$ cat src/rtl/mdio_pkg.sv
package mdio_pkg;

   typedef enum logic [1:0] {
      OP_WRITE = 2'b01,
      OP_READ  = 2'b10
   } mdio_op_e;

   localparam logic [1:0] START_CODE = 2'b01;
   localparam logic [1:0] TA_DRIVEN  = 2'b10;

   function automatic int ceil_div(input int num, input int den);
      return (num + den - 1) / den;
   endfunction

   function automatic int max_int(input int a, input int b);
      return (a > b) ? a : b;
   endfunction

endpackage

$ cat src/rtl/mdc_gen.sv
module mdc_gen #(
   parameter int HI_CYC = 10,
   parameter int LO_CYC = 10
) (
   input  logic clk,
   input  logic rst_n,
   input  logic run,
   output logic mdc,
   output logic rise_now,
   output logic fall_now
);
   localparam int CNT_W = $clog2(mdio_pkg::max_int(HI_CYC, LO_CYC) + 1);

   logic [CNT_W-1:0] cnt;
   logic             term;

   generate
      if (HI_CYC == LO_CYC) begin : g_sym
         assign term = (cnt == CNT_W'(HI_CYC - 1));
      end else begin : g_asym
         assign term = mdc ? (cnt == CNT_W'(HI_CYC - 1))
                           : (cnt == CNT_W'(LO_CYC - 1));
      end
      if (HI_CYC < 1 || LO_CYC < 1) begin : g_bad_phase
         initial $fatal(1, "mdc_gen: phase length must be at least one cycle");
      end
   endgenerate

   assign rise_now = run & ~mdc & term;
   assign fall_now = run &  mdc & term;

   always_ff @(posedge clk) begin
      if (!rst_n || !run) begin
         cnt <= '0;
         mdc <= 1'b0;
      end else if (term) begin
         cnt <= '0;
         mdc <= ~mdc;
      end else begin
         cnt <= cnt + 1'b1;
      end
   end

endmodule

$ cat src/rtl/mdio_rx_capture.sv
module mdio_rx_capture #(
   parameter int DATA_W = 16
) (
   input  logic              clk,
   input  logic              rst_n,
   input  logic              sample_en,
   input  logic              bit_in,
   input  logic              commit,
   output logic [DATA_W-1:0] rdata
);
   logic [DATA_W-1:0] rx_sh;

   always_ff @(posedge clk) begin
      if (!rst_n) begin
         rx_sh <= '0;
         rdata <= '0;
      end else begin
         if (sample_en) rx_sh <= {rx_sh[DATA_W-2:0], bit_in};
         if (commit)    rdata <= rx_sh;
      end
   end

endmodule

$ cat src/rtl/mdio_seq.sv
module mdio_seq #(
   parameter int PRE_LEN = 32,
   parameter int PHY_W   = 5,
   parameter int REG_W   = 5,
   parameter int DATA_W  = 16
) (
   input  logic              clk,
   input  logic              rst_n,
   input  logic              req_valid,
   input  logic              req_read,
   input  logic [PHY_W-1:0]  req_phy,
   input  logic [REG_W-1:0]  req_reg,
   input  logic [DATA_W-1:0] req_wdata,
   input  logic              rise_now,
   input  logic              fall_now,
   input  logic              mdio_i,
   output logic              busy,
   output logic              done,
   output logic              mdio_o,
   output logic              mdio_oe,
   output logic [DATA_W-1:0] rdata
);
   import mdio_pkg::*;

   localparam int HDR_BITS   = PRE_LEN + 4 + PHY_W + REG_W;
   localparam int FRAME_BITS = HDR_BITS + 2 + DATA_W;
   localparam int IDX_W      = $clog2(FRAME_BITS);

   logic [FRAME_BITS-1:0] tx_sh;
   logic [IDX_W-1:0]      idx;
   logic                  rd_q;
   logic                  last_bit;
   mdio_op_e              op;

   assign op       = req_read ? OP_READ : OP_WRITE;
   assign last_bit = (idx == IDX_W'(FRAME_BITS - 1));

   always_ff @(posedge clk) begin
      if (!rst_n) begin
         busy  <= 1'b0;
         done  <= 1'b0;
         rd_q  <= 1'b0;
         idx   <= '0;
         tx_sh <= '0;
      end else begin
         done <= 1'b0;
         if (!busy && req_valid) begin
            busy  <= 1'b1;
            rd_q  <= req_read;
            idx   <= '0;
            tx_sh <= {{PRE_LEN{1'b1}}, START_CODE, op, req_phy, req_reg,
                      TA_DRIVEN, req_read ? {DATA_W{1'b0}} : req_wdata};
         end else if (busy && fall_now) begin
            if (last_bit) begin
               busy <= 1'b0;
               done <= 1'b1;
            end else begin
               idx   <= idx + 1'b1;
               tx_sh <= tx_sh << 1;
            end
         end
      end
   end

   assign mdio_o  = busy & tx_sh[FRAME_BITS-1];
   assign mdio_oe = busy & (~rd_q | (idx < IDX_W'(HDR_BITS)));

   mdio_rx_capture #(.DATA_W(DATA_W)) i_capture (
      .clk       (clk),
      .rst_n     (rst_n),
      .sample_en (busy & rise_now & rd_q & (idx >= IDX_W'(HDR_BITS + 2))),
      .bit_in    (mdio_i),
      .commit    (busy & fall_now & last_bit & rd_q),
      .rdata     (rdata)
   );

   generate
      if (DATA_W < 2 || PHY_W < 1 || REG_W < 1 || PRE_LEN < 1) begin : g_bad_field
         initial $fatal(1, "mdio_seq: field widths out of range");
      end
   endgenerate

   // done and busy hand over in the same cycle
   AST_DONE_AFTER_BUSY: assert property (@(posedge clk) disable iff (!rst_n)
      done |-> (!busy && $past(busy)));
   AST_DONE_SINGLE: assert property (@(posedge clk) disable iff (!rst_n)
      done |=> !done);

endmodule

$ cat src/rtl/mdio_master.sv
module mdio_master #(
   parameter int CLK_PERIOD_PS = 20000,
   parameter int MIN_HIGH_NS   = 160,
   parameter int MIN_LOW_NS    = 160,
   parameter int MIN_PERIOD_NS = 400,
   parameter int PRE_LEN       = 32,
   parameter int PHY_W         = 5,
   parameter int REG_W         = 5,
   parameter int DATA_W        = 16
) (
   input  logic              clk,
   input  logic              rst_n,
   input  logic              req_valid,
   input  logic              req_read,
   input  logic [PHY_W-1:0]  req_phy,
   input  logic [REG_W-1:0]  req_reg,
   input  logic [DATA_W-1:0] req_wdata,
   output logic              busy,
   output logic              done,
   output logic [DATA_W-1:0] rdata,
   output logic              mdc,
   output logic              mdio_o,
   output logic              mdio_oe,
   input  logic              mdio_i
);
   import mdio_pkg::*;

   localparam int HI_MIN  = ceil_div(MIN_HIGH_NS * 1000, CLK_PERIOD_PS);
   localparam int LO_MIN  = ceil_div(MIN_LOW_NS * 1000, CLK_PERIOD_PS);
   localparam int PER_MIN = ceil_div(MIN_PERIOD_NS * 1000, CLK_PERIOD_PS);
   localparam int HI_CYC  = max_int(HI_MIN, ceil_div(PER_MIN, 2));
   localparam int LO_CYC  = max_int(LO_MIN, PER_MIN - HI_CYC);
   localparam int MON_W   = $clog2(HI_CYC + LO_CYC + 1) + 1;

   generate
      if (CLK_PERIOD_PS < 1) begin : g_bad_clk
         initial $fatal(1, "mdio_master: clock period must be positive");
      end
   endgenerate

   logic rise_now, fall_now;

   mdc_gen #(.HI_CYC(HI_CYC), .LO_CYC(LO_CYC)) i_mdc_gen (
      .clk      (clk),
      .rst_n    (rst_n),
      .run      (busy),
      .mdc      (mdc),
      .rise_now (rise_now),
      .fall_now (fall_now)
   );

   mdio_seq #(
      .PRE_LEN (PRE_LEN),
      .PHY_W   (PHY_W),
      .REG_W   (REG_W),
      .DATA_W  (DATA_W)
   ) i_seq (
      .clk       (clk),
      .rst_n     (rst_n),
      .req_valid (req_valid),
      .req_read  (req_read),
      .req_phy   (req_phy),
      .req_reg   (req_reg),
      .req_wdata (req_wdata),
      .rise_now  (rise_now),
      .fall_now  (fall_now),
      .mdio_i    (mdio_i),
      .busy      (busy),
      .done      (done),
      .mdio_o    (mdio_o),
      .mdio_oe   (mdio_oe),
      .rdata     (rdata)
   );

   // phase-length monitors for the timing assertions
   logic             mdc_d;
   logic [MON_W-1:0] hi_len, lo_len;

   always_ff @(posedge clk) begin
      if (!rst_n) begin
         mdc_d  <= 1'b0;
         hi_len <= '0;
         lo_len <= '0;
      end else begin
         mdc_d <= mdc;
         if (mdc && !mdc_d)           hi_len <= MON_W'(1);
         else if (mdc && hi_len != '1) hi_len <= hi_len + 1'b1;
         if (!mdc && mdc_d)           lo_len <= MON_W'(1);
         else if (!mdc && lo_len != '1) lo_len <= lo_len + 1'b1;
      end
   end

   AST_MDC_HIGH_MIN: assert property (@(posedge clk) disable iff (!rst_n)
      $fell(mdc) |-> (32'(hi_len) >= HI_MIN));
   AST_MDC_LOW_MIN: assert property (@(posedge clk) disable iff (!rst_n)
      $rose(mdc) |-> (32'(lo_len) >= LO_MIN));
   AST_MDC_PERIOD_MIN: assert property (@(posedge clk) disable iff (!rst_n)
      ($rose(mdc) && hi_len != '0) |-> (32'(hi_len) + 32'(lo_len) >= PER_MIN));
   AST_MDIO_HOLD_HIGH: assert property (@(posedge clk) disable iff (!rst_n)
      mdc |-> ($stable(mdio_o) && $stable(mdio_oe)));
   AST_IDLE_QUIET: assert property (@(posedge clk) disable iff (!rst_n)
      !busy |-> (!mdc && !mdio_oe));

endmodule

$ cat config.mk
export PLATFORM = sky130hd
export DESIGN_NAME = mdio_master
export DESIGN_NICKNAME = d
export VERILOG_FILES = /design/src/rtl/mdio_pkg.sv /design/src/rtl/mdc_gen.sv /design/src/rtl/mdio_rx_capture.sv /design/src/rtl/mdio_seq.sv /design/src/rtl/mdio_master.sv
export SDC_FILE = /design/constraint.sdc
export NUM_CORES = 1
export LEC_CHECK = 0
export BUFFER_PORTS_ARGS = -buffer_cell sky130_fd_sc_hd__buf_2
export CAP_MARGIN = 40
export CORE_MARGIN = 8
export CORE_UTILIZATION = 43
export DETAILED_ROUTE_END_ITERATION = 8
export PLACE_DENSITY = 0.66
export SLEW_MARGIN = 5
export SYNTH_ARGS = -nofsm -noshare
export SYNTH_HDL_FRONTEND = slang
export SYNTH_SLANG_ARGS = --single-unit
$ cat constraint.sdc
create_clock -name clk -period 1.74 [get_ports clk]
set_input_delay 0 -clock clk [delete_from_list [all_inputs] [get_ports clk]]
set_output_delay 0 -clock clk [all_outputs]
set_load 0.005 [all_outputs]
==> flow_summary_export.csv <==
group,metric,value,unit
logic_synthesis,dominantRegCellSynth,"dfxtp_1",
grt,grt_usage,13.86,%
worst_hold_path,holdPathEnd,"i_seq.tx_sh[18]",
cells_and_area,fin_area,0.005597,sq mm
worst_hold_path,worstHoldPathCells,4,
grt,grt_pass1_wl,16990,um
power,power.total,4640,uW
setup_path,r2r_end,"i_seq.idx[5]",
timing,tightest_slew,401.1,ps
run,cap_violations,0,
logic_synthesis,ys_ff_latch,110,
cells_and_area,layout-drive-gt1-share,25.21,%
floorplan,fp.dieW,120.9,um
cells_and_area,syn2layout_area_growth,18.21,%
timing,clock_skew,9.972,ps
worst_hold_path,hp-start,"req_reg[0]",
timing,finalCritPeriodShare,97.99,%
place,gp_congestion,0.7193,
floorplan,start_util,43.87,%
power,p_leak,0.002181,uW
routing,detail-route-antenna-nets,0,
routing,wl_per_cell,13.66,um
setup_path,worstPathRequired,2050,ps
cells_and_area,final_core_util,51.85,%
place,portBuffers,51,
clock_network,cts-root-buf,"clkbuf_8",
routing,drt_wl_total,9985,um
grt,antenna_found_initial,0,
routing,first_pass_iters,5,
logic_synthesis,yosysWarnings,0,
setup_path,critical-path-top-delay-family,"simple AND/OR/NAND/NOR gates",
setup_path,crit_arrival,2010,ps
logic_synthesis,synth-edff-count,0,
routing,drt_first_iter_violations,247,
routing,drc,0,
clock_network,htree_levels,3,
timing,max_slew_margin,73.19,%
logic_synthesis,synth.area.top_cells,"dfxtp_1 (47%), nor3b_2 (8.2%), nand2_1 (5.2%), nor3_1 (4.1%), a21oi_1 (3.9%)",
routing,vias,3789,
logic_synthesis,synthArstFlopShare,0,%
setup_path,path_cells,"inv_1, ha_4, and4b_2, o211ai_4, or4_4, a21oi_2",
grt,grt_pass1_vias,3615,
setup_path,cp-end-kind,"register",
clock_network,cts.path.max_buffers,2,
floorplan,chipHeight,120.9,um
floorplan,coreArea,0.01079,sq mm
setup_path,start_kind,"register",
timing,slew_viol_final,0,
logic_synthesis,synth_seq_area_share,46.51,%
place,placed_area,0.005207,sq mm
logic_synthesis,syn-instance-count,531,
floorplan,die_area,0.01462,sq mm
timing,timing.hold.ws,44.18,ps
timing,finalHoldViolCount,0,
clock_network,path_clk_slew,110,ps
setup_path,cpPeakStageDelay,530,ps
floorplan,rows,38,
run_status,status,"finished, final reports clean",
logic_synthesis,yosysMostFrequentCell,"dfxtp_1",
clock_network,cts.sink_count,110,
logic_synthesis,syn-cell-area,0.004735,sq mm
power,pwr_density_cell,829.0,mW/mm^2
setup_path,critical_path_class,"register to register",
logic_synthesis,synth_fp_nets,565,
logic_synthesis,synth_top_area_share,46.51,%
clock_network,cts_inserted_buffers,9,
setup_path,cpMaxStageDelayCell,"or4_4",
routing,vias_per_cell,5.183,
logic_synthesis,synth.avg_cell_area,8.916,sq um
timing,fmax,0.5865,GHz
grt,grt_start_max_net_pins,37,
place,dp_hpwl,6613,um
logic_synthesis,synth_common_cells,"dfxtp_1 (110), nand2_1 (66), nor2_1 (49)",
logic_synthesis,synth_top_area_cell,"dfxtp_1",
setup_path,crit_buf_inv,1,
cells_and_area,nNetsFinal,620,
setup_path,rr_startpoint,"i_mdc_gen.cnt[1]",
floorplan,ios,52,
clock_network,clock_latency,370,ps
clock_network,tritoncts,"done",
timing,setup_viol,0,
logic_synthesis,synth.distinct_cells,43,
timing,period_minus_slack,1705,ps
setup_path,worst-r2r-cell-count,6,
worst_hold_path,hold_path.class,"input port to register",
power,irDropWorstVdd,0.4318,mV
setup_path,regToRegSetupSlack,40,ps
cells_and_area,antenna_cells,0,
setup_path,path_max_fanout,4,
grt,grt_overflow_total,0,
through the flow:
stage | instances | TNS (ps) | setup slack, ps
CTS | 729 | -230.1 | -39.19
global placement | 701 | 0 | 51.55
global route | 731 | -28.17 | -16.69
floorplan | 531 | 0 | 32.55
detailed placement | 701 | -2.762 | -2.526
finish | 731 | 0 | 35.02
per-layer routing:
metal,GRT usage [%],part of all wire [%]
met5,0,0
met4,4.684,1.1
met3,2.978,3.8
met2,22.56,47
met1,17.80,48
layout by cell type (no fill, tap or decap), types with 4 or more instances in the layout:
master           n
nor2_1          49
buf_2           51
nor3_2          12
o31ai_1         17
buf_12           8
buf_6            4
clkbuf_8         9
nand2_1         66
nor3_1          38
a21boi_1         8
o21ai_0         27
dfxtp_1        109
nand3_1         22
buf_4           16
nor3b_2         31
nor3b_1         16
dlygate4sd3_1   12
a21boi_0        11
a21oi_1         36
power by group:
| group | total [uW] | internal [uW] | switching (uW) |
|---|---|---|---|
| Combinational | 458 | 233 | 225 |
| Sequential | 2700 | 2630 | 65.7 |
| Clock | 1480 | 554 | 927 |
| Total | 4640 | 3420 | 1220 |
final cells by class:
type	count	area [sq um]
Sequential cell	110	2203
Clock buffer	9	123.9
Multi-Input combinational cell	371	2317
Timing Repair Buffer	91	700.7
Clock inverter	7	65.06
Tap cell	140	175.2
Fill cell	984	5196
Inverter	3	11.26
cell families after synthesis:
family | count (synthesis) | share of synthesized area, %
AOI/OAI and AO/OA | 112 | 15.17
xor gates and xnor gates | 4 | 0.7401
adders and majority gates | 3 | 0.7929
buffers and inverters | 50 | 5.338
DFF | 110 | 46.51
muxes | 1 | 0.2114
and+or+nand+nor | 251 | 31.24
worst max-delay path by stage:
| stage | startpoint | to | slack [ps] | depth (start not counted) |
|---|---|---|---|---|
| 5_1_grt | i_mdc_gen.cnt[1] | i_seq.idx[5] | -20 | 6 |
| 6_report | i_mdc_gen.cnt[1] | i_seq.idx[5] | 40 | 6 |
| 3_5_place_dp | i_mdc_gen.cnt[1] | i_seq.tx_sh[59] | -3 | 7 |
| 3_3_place_gp | i_mdc_gen.cnt[1] | i_seq.tx_sh[21] | 50 | 7 |
| 2_1_floorplan | i_seq.idx[0] | i_seq.tx_sh[37] | 30 | 6 |
| 4_1_cts | i_mdc_gen.cnt[1] | i_seq.tx_sh[22] | -40 | 7 |
timing repair:
action                                  in CTS  in global routing
buffers inserted                             0                  2
pin swaps                                    0                  3
gates resized for setup                      0                 16
endpoints found under the setup margin      18                 73
hold endpoints to repair                    12                  0
hold buffers                                12                  0
gates cloned                                 0                  0
tightest hold or removal path, cell delays in order:
cell and delay [ps]:
buf_2 80, nor2_1 40, o22ai_1 110, o211a_1 150
registers in the layout, indices dropped and copies added (netlist names):
register	count
i_seq.tx_sh	64
i_seq.busy	1
i_seq.idx	6
i_mdc_gen.mdc	1
i_seq.i_capture.rdata	16
i_seq.i_capture.rx_sh	16
i_seq.done	1
i_mdc_gen.cnt	4
i_seq.rd_q	1
Power figures use the tool's default switching activity.
